<file path="src/rtl/pof_pkg.sv">
package pof_pkg;

    typedef struct packed {
        logic pend;
        logic err;
    } pair_st_t;

    typedef struct packed {
        logic take_i;
        logic take_q;
    } pulse_st_t;

endpackage

</file>
<file path="src/rtl/pof_pair_track.sv">
module pof_pair_track
    import pof_pkg::*;
(
    input  logic clk,
    input  logic rst_n,
    input  logic clr,
    input  logic in_vld,
    input  logic in_is_q,
    output logic take_i,
    output logic take_q,
    output logic pend,
    output logic err
);

    pair_st_t st_d, st_q;
    logic     orphan;

    always_comb begin
        take_i = in_vld && !in_is_q && !clr;
        take_q = in_vld && in_is_q && st_q.pend && !clr;
        orphan = in_vld && in_is_q && !st_q.pend && !clr;
        st_d   = st_q;
        if (clr) begin
            st_d.pend = 1'b0;
            st_d.err  = 1'b0;
        end else begin
            if (take_i) st_d.pend = 1'b1;
            if (take_q) st_d.pend = 1'b0;
            if (orphan) st_d.err  = 1'b1;
        end
    end

    always_ff @(posedge clk or negedge rst_n) begin
        if (!rst_n) st_q <= '0;
        else        st_q <= st_d;
    end

    assign pend = st_q.pend;
    assign err  = st_q.err;

endmodule

</file>
<file path="src/rtl/pof_blk_count.sv">
module pof_blk_count #(
    parameter int CNT_W = 6
) (
    input  logic             clk,
    input  logic             rst_n,
    input  logic             clr,
    input  logic             take_q,
    input  logic [CNT_W-1:0] blk_size,
    output logic [CNT_W-1:0] cnt,
    output logic             blk_lvl
);

    localparam int EXT_W = CNT_W + 1;

    logic [CNT_W-1:0] cnt_d, cnt_q;
    logic             lvl_d, lvl_q;
    logic [EXT_W-1:0] limit;
    logic [EXT_W-1:0] next_cnt;
    logic             last;

    always_comb begin
        limit    = (blk_size == '0) ? EXT_W'(1) : {1'b0, blk_size};
        next_cnt = {1'b0, cnt_q} + EXT_W'(1);
        last     = (next_cnt >= limit);
        cnt_d    = cnt_q;
        lvl_d    = lvl_q;
        if (clr) begin
            cnt_d = '0;
            lvl_d = 1'b1;
        end else if (take_q) begin
            cnt_d = last ? '0 : next_cnt[CNT_W-1:0];
            lvl_d = last;
        end
    end

    always_ff @(posedge clk or negedge rst_n) begin
        if (!rst_n) begin
            cnt_q <= '0;
            lvl_q <= 1'b1;
        end else begin
            cnt_q <= cnt_d;
            lvl_q <= lvl_d;
        end
    end

    assign cnt     = cnt_q;
    assign blk_lvl = lvl_q;

endmodule

</file>
<file path="src/rtl/par_out_flags.sv">
module par_out_flags
    import pof_pkg::*;
#(
    parameter int WORD_W = 16,
    parameter int CNT_W  = 6
) (
    input  logic              clk,
    input  logic              rst_n,
    input  logic              clr,
    input  logic              in_vld,
    input  logic              in_is_q,
    input  logic [WORD_W-1:0] in_word,
    input  logic [1:0]        mode,
    input  logic [CNT_W-1:0]  blk_size,
    output logic [WORD_W-1:0] out_word,
    output logic              out_sfs,
    output logic              out_rdy,
    output logic              out_err
);

    logic             take_i, take_q, pend, blk_lvl;
    logic [CNT_W-1:0] cnt;

    pulse_st_t         pl_d, pl_q;
    logic [WORD_W-1:0] word_d, word_q;

    pof_pair_track i_pair (
        .clk     (clk),
        .rst_n   (rst_n),
        .clr     (clr),
        .in_vld  (in_vld),
        .in_is_q (in_is_q),
        .take_i  (take_i),
        .take_q  (take_q),
        .pend    (pend),
        .err     (out_err)
    );

    pof_blk_count #(.CNT_W(CNT_W)) i_cnt (
        .clk      (clk),
        .rst_n    (rst_n),
        .clr      (clr),
        .take_q   (take_q),
        .blk_size (blk_size),
        .cnt      (cnt),
        .blk_lvl  (blk_lvl)
    );

    always_comb begin
        pl_d.take_i = take_i;
        pl_d.take_q = take_q;
        word_d      = (take_i || take_q) ? in_word : word_q;
    end

    always_ff @(posedge clk or negedge rst_n) begin
        if (!rst_n) begin
            pl_q   <= '0;
            word_q <= '0;
        end else begin
            pl_q   <= pl_d;
            word_q <= word_d;
        end
    end

    assign out_word = word_q;
    assign out_sfs  = mode[1] ? (pl_q.take_i || pl_q.take_q) : pl_q.take_i;
    assign out_rdy  = mode[1] ? blk_lvl : pl_q.take_q;

endmodule

</file>
<file path="config.mk">
export PLATFORM = sky130hd
export DESIGN_NAME = par_out_flags
export DESIGN_NICKNAME = d
export VERILOG_FILES = /design/src/rtl/pof_pkg.sv /design/src/rtl/pof_pair_track.sv /design/src/rtl/pof_blk_count.sv /design/src/rtl/par_out_flags.sv
export SDC_FILE = /design/constraint.sdc
export NUM_CORES = 1
export LEC_CHECK = 0
export BUFFER_PORTS_ARGS = -buffer_cell sky130_fd_sc_hd__buf_2
export CORE_AREA = 5 5 59 61
export CTS_BUF_LIST = sky130_fd_sc_hd__clkbuf_8
export DETAILED_ROUTE_END_ITERATION = 6
export DIE_AREA = 0 0 64 66
export GPL_TIMING_DRIVEN = 0
export PLACE_DENSITY = 0.77
export SLEW_MARGIN = 20
export SYNTH_ARGS = -nofsm -noshare
export SYNTH_HDL_FRONTEND = slang
export SYNTH_HIERARCHICAL = 1
export SYNTH_SLANG_ARGS = --single-unit
</file>
<file path="constraint.sdc">
create_clock -name clk -period 2.6 [get_ports clk]
set_clock_uncertainty 0.05 [all_clocks]
set_input_delay 0.26 -clock clk [delete_from_list [all_inputs] [get_ports clk]]
set_output_delay 0.26 -clock clk [all_outputs]
set_load 0.05 [all_outputs]
</file>
Yosys cells after proc, flatten, opt, wreduce, memory -nomap -nowiden:

Index checks and enable logic that the tools add are counted.

* add/subtract/negate cells: 1
* mux-type cells: 12
* equal/unequal tests: 0
* reduce and logical (&&, ||, !) cells: 16
* $lt $le $gt $ge: 1
* shift operators: 0
* bitwise operators: 0
* multiply operators: 0
* divide/modulo/power cells: 0

Operator list (count)
* $mux 6: 4
* $add 6x1->7 const B: 1
* $ge 7x7->1: 1
* $logic_and 1x1->1: 7
* $mux 1: 7
* $logic_not 6->1: 1
* $reduce_bool 2->1: 2
* $logic_not 1->1: 3
* $reduce_bool 3->1: 1
* $logic_or 1x1->1: 2
* $mux 2: 1

* input bits: 29
* memory bits (read-only): 0
* bits in registers: 27
* latch bits: 0
* memories: 0
* output and inout bits: 19
* word-level logic and storage cells: 37
* memory bits (writable): 0

Longest topological paths before layout:

* depth after elaboration: 6
* gate-level depth with buffers: 9
* mapped depth without buffers: 9

Modules after synthesis:

Netlist, hierarchy kept.

By module, submodules not included
* par_out_flags: cells each 38, area an instance 718.2 µm², instances 1, sequential area each 450.4 µm²
* pof_blk_count: cells each 59, area an instance 530.5 µm², instances 1, sequential area each 176.4 µm²
* pof_pair_track: cells each 10, area an instance 106.4 µm², instances 1, sequential area each 50.0 µm²

Worst setup path after synthesis:

OpenSTA, ideal clock, no wires.

* path kind: reg-to-reg
* start point: reg i_cnt.cnt_q[0], in the netlist i_cnt/cnt[0]
* end point: reg i_cnt.cnt_q[0], in the netlist i_cnt/cnt[0]
* arrival time: 2.006 ns
* setup slack: 0.479 ns
* stages on the path, launching flop included: 10
* path buffers: 0
* required time: 2.484 ns
* library setup time: 0.066 ns
* period minus slack after synthesis: 2.121 ns
* cell sequence: dfrtp_1 -> ha_1 -> nand3_1 -> xnor2_1 -> ha_1 -> a21o_1 -> a211oi_1 -> o211ai_2 -> nor2_2 -> mux2_2

* longest elaborated chain between the ends: 5

Ends and longest elaborated chain
* start, declared: line pof_blk_count.sv:15 `logic [CNT_W-1:0] cnt_d, cnt_q;`
* start signal, assigned: line pof_blk_count.sv:41 `cnt_q <= cnt_d;`
* $add 6x1->7 *: line pof_blk_count.sv:23 `next_cnt = {1'b0, cnt_q} + EXT_W'(1);`
* $ge 7x7->1: line pof_blk_count.sv:24 `last = (next_cnt >= limit);`
* $mux 6 *: line pof_blk_count.sv:31 `cnt_d = last ? '0 : next_cnt[CNT_W-1:0];`
* $mux 6 *: line pof_blk_count.sv:30 `end else if (take_q) begin`
* $mux 6 *: line pof_blk_count.sv:27 `if (clr) begin`

Mark *: on every way between the ends. The rest lies on a longest branch, timed or not. The select of a mux whose other input is x is not followed.
A chain may end at the register's enable or synchronous reset.

Worst setup path in the final report:

Same ends and word-level chain as after synthesis.

==> reports/results.ini <==
[layout]
fin_util_pct = 57.99
num-nets-final = 195
finish.cell_count_without_fillers = 191
nFillCells = 249
drive_gt1_share_pct = 48.73
area_growth_pct = 25.30
final_area_mm2 = 0.001698
multi_input_area_um2 = 648.1
antennaDiodeCount = 0
seq_area_um2 = 676.9

[routing]
via_per_inst = 5.361
antenna_left = 0
avgRoutedWirePerCell_um = 14.41
drcViolationCount = 0
drt_iter0_markers = 7
wirelength_mm = 2.752
vias = 1024
first_pass_iters = 4

[die]
die_x_um = 64
coreArea_mm2 = 0.002928
die_y_um = 66
dieArea_mm2 = 0.004224
num_rows = 20
initial_core_util_pct = 46.28
pin_count = 48

[setup_path]
rrSetupSlack_ps = 280
endpoint_kind = flip-flop
worst_setup_path_start_kind = flip-flop
cp_max_fo = 6
crit_arrival_ps = 2480
critPathRequiredTime_ps = 2760
critPathKind = flip-flop to flip-flop

[timing]
hold_viol = 0
timing.final.ws_setup_ps = 279.8
finalCritPeriodShare_pct = 89.24
final.setup.tns_ps = 0
worst_pin_slew_ps = 588.0
max_freq_mhz = 431.0
hold_ws_ps = 159.3
rsz0062_at_grt = no
slew_viol_final = 0
setup_violations = 0
layout_min_cycle_time_ps = 2320
relSlewSlack_pct = 60.80

[place]
portBuffers = 46
place_ws_ps = 233.4
hpwl_mm = 2.203
dp.cells = 186
dpl_cell_area_mm2 = 0.001627
gp_congestion = 0.7920

[outcome]
status = completed

[yosys]
yosys-top-cells-area = dfrtp_1 48%, mux2_4 11%, mux2_2 6.6%
synth_seq_cells = 27
synth_area_mm2 = 0.001355
avgSynthCellArea_um2 = 12.66
synth_edf_count = 0
synth-xor-area-share_pct = 2.585
synth_top_family_by_area = multiplexers
synthAdderAreaFrac_pct = 6.464
async_flop_share_pct = 100.0
post_synth_num_cell_types = 34
synthMuxAreaShare_pct = 17.73
synth_common_cells = 26 x dfrtp_1, 10 x mux2_4, 8 x mux2_2
yosysTopAreaCell = dfrtp_1
synth_compound_area_share_pct = 9.511
yosys.area_share.simple_pct = 10.62
ys_seq_area_share_pct = 49.95
synth.most_common_cell = dfrtp_1
synth_fp_nets = 143
syn_inst = 107
yosysWarnings = 6
ys.flop_type = dfrtp_1
synth_top_cell_area_share_pct = 48.01

[grt]
grtUsageMet3_pct = 5.102
grt_pass1_wl_mm = 4.816
grt.total_usage_pct = 14.53
grt_busiest_layer = met2
antenna_found_initial = 0
grt_max_degree = 28
grt_use_met2_pct = 24.25
grt_pass1_vias = 1115
overflow = 0
use_met1_pct = 16.43

[run]
drv_cap = 0

[pwr]
leakage_nw = 0.9095
fin_total_pwr_mw = 1.191
power.density_mw_per_mm2 = 701.5
vdd_drop_max_mv = 0.4763

[clock_network]
cts_buffer_depth = 2
clkLatencyLatePin_ps = 270
tritoncts = built
cts-root-buf = clkbuf_8
h-tree-depth = 1
postCtsSetupBuffers = 0
cts_num_sinks = 27
cts_made_buffers = 3
clkSlewWorstSetupHoldPaths_ps = 90

[worst_hold_path]
worst_hold_path_type = input port to flip-flop

[final cells by class]
cell class,count,area share [%]
plain buffers,1,1.179
repair buffers,47,14.15
multi-input cells,73,38.17
clock buffers,3,2.432
well taps,33,2.432
inverters,6,1.326
clock inverters,1,0.4422
flip-flops and latches,27,39.87
[worst max-delay path, cell delays in order (launching register included)]
cell      delay (ps)
dfrtp_1          430
ha_1             250
nand3_1          150
xnor2_2          180
ha_1             310
a21o_1           170
a211oi_2         220
o211ai_2         180
nor2_2           160
mux2_2           160
[per-layer routing]
metal	routed length [µm]	vias up	share of wire, %
li1	-	482	-
met1	1109	479	40
met2	1294	52	47
met3	262	11	9.5
met4	85	0	3.1
met5	0	-	0
[where the power goes]
| group | leakage, nW | total, mW | switching [mW] | internal [mW] |
|---|---|---|---|---|
| sequential | 0.335 | 0.522 | 0.0387 | 0.483 |
| clock | 0.0217 | 0.237 | 0.128 | 0.109 |
| combinational | 0.553 | 0.433 | 0.289 | 0.143 |
[logic make-up after synthesis]
kind of cell | count (synthesis)
buffers and inverters | 7
multiplexers | 18
flip-flops | 27
AND/OR/NAND/NOR | 25
AO/OA/AOI/OAI | 19
XOR/XNOR | 4
adder cells (fa/ha/maj) | 7
[timing repair]
item,CTS,global route
endpoints found under the setup margin,0,2
gates resized for setup,0,2
hold endpoints to repair,26,0
hold buffers,1,0
[sequential cells by signal (all words and copies together) (netlist names)]
register,cells
i_pair/err,1
pl_q,2
out_word,16
i_pair/pend,1
i_cnt/cnt,6
i_cnt/blk_lvl,1
[layout by cell type, fill, tap and decap left out, types with 2 or more instances in the layout]
cell	instances
nor3_1	2
mux2_4	10
nor2_1	2
dfrtp_1	26
mux2_2	8
a21o_1	4
buf_2	46
inv_1	6
clkbuf_8	3
nand2_1	5
xnor2_1	2
a21oi_1	2
o21ai_0	6
nand2b_1	2
nand3_1	4
ha_1	7
[final timing paths]
kind	from	end	cells after the start
setup reg to reg	i_cnt/cnt[0]	i_cnt/cnt[0]	9
setup / recovery	i_cnt/cnt[0]	i_cnt/cnt[0]	9
max in group asynchronous	rst_n	i_cnt/cnt[4]	2
min in group asynchronous	rst_n	out_word[6]	2
hold reg to reg	out_word[10]	out_word[10]	1
hold / removal	in_word[7]	out_word[7]	2
Note: power is estimated with default switching activity, not from simulation.
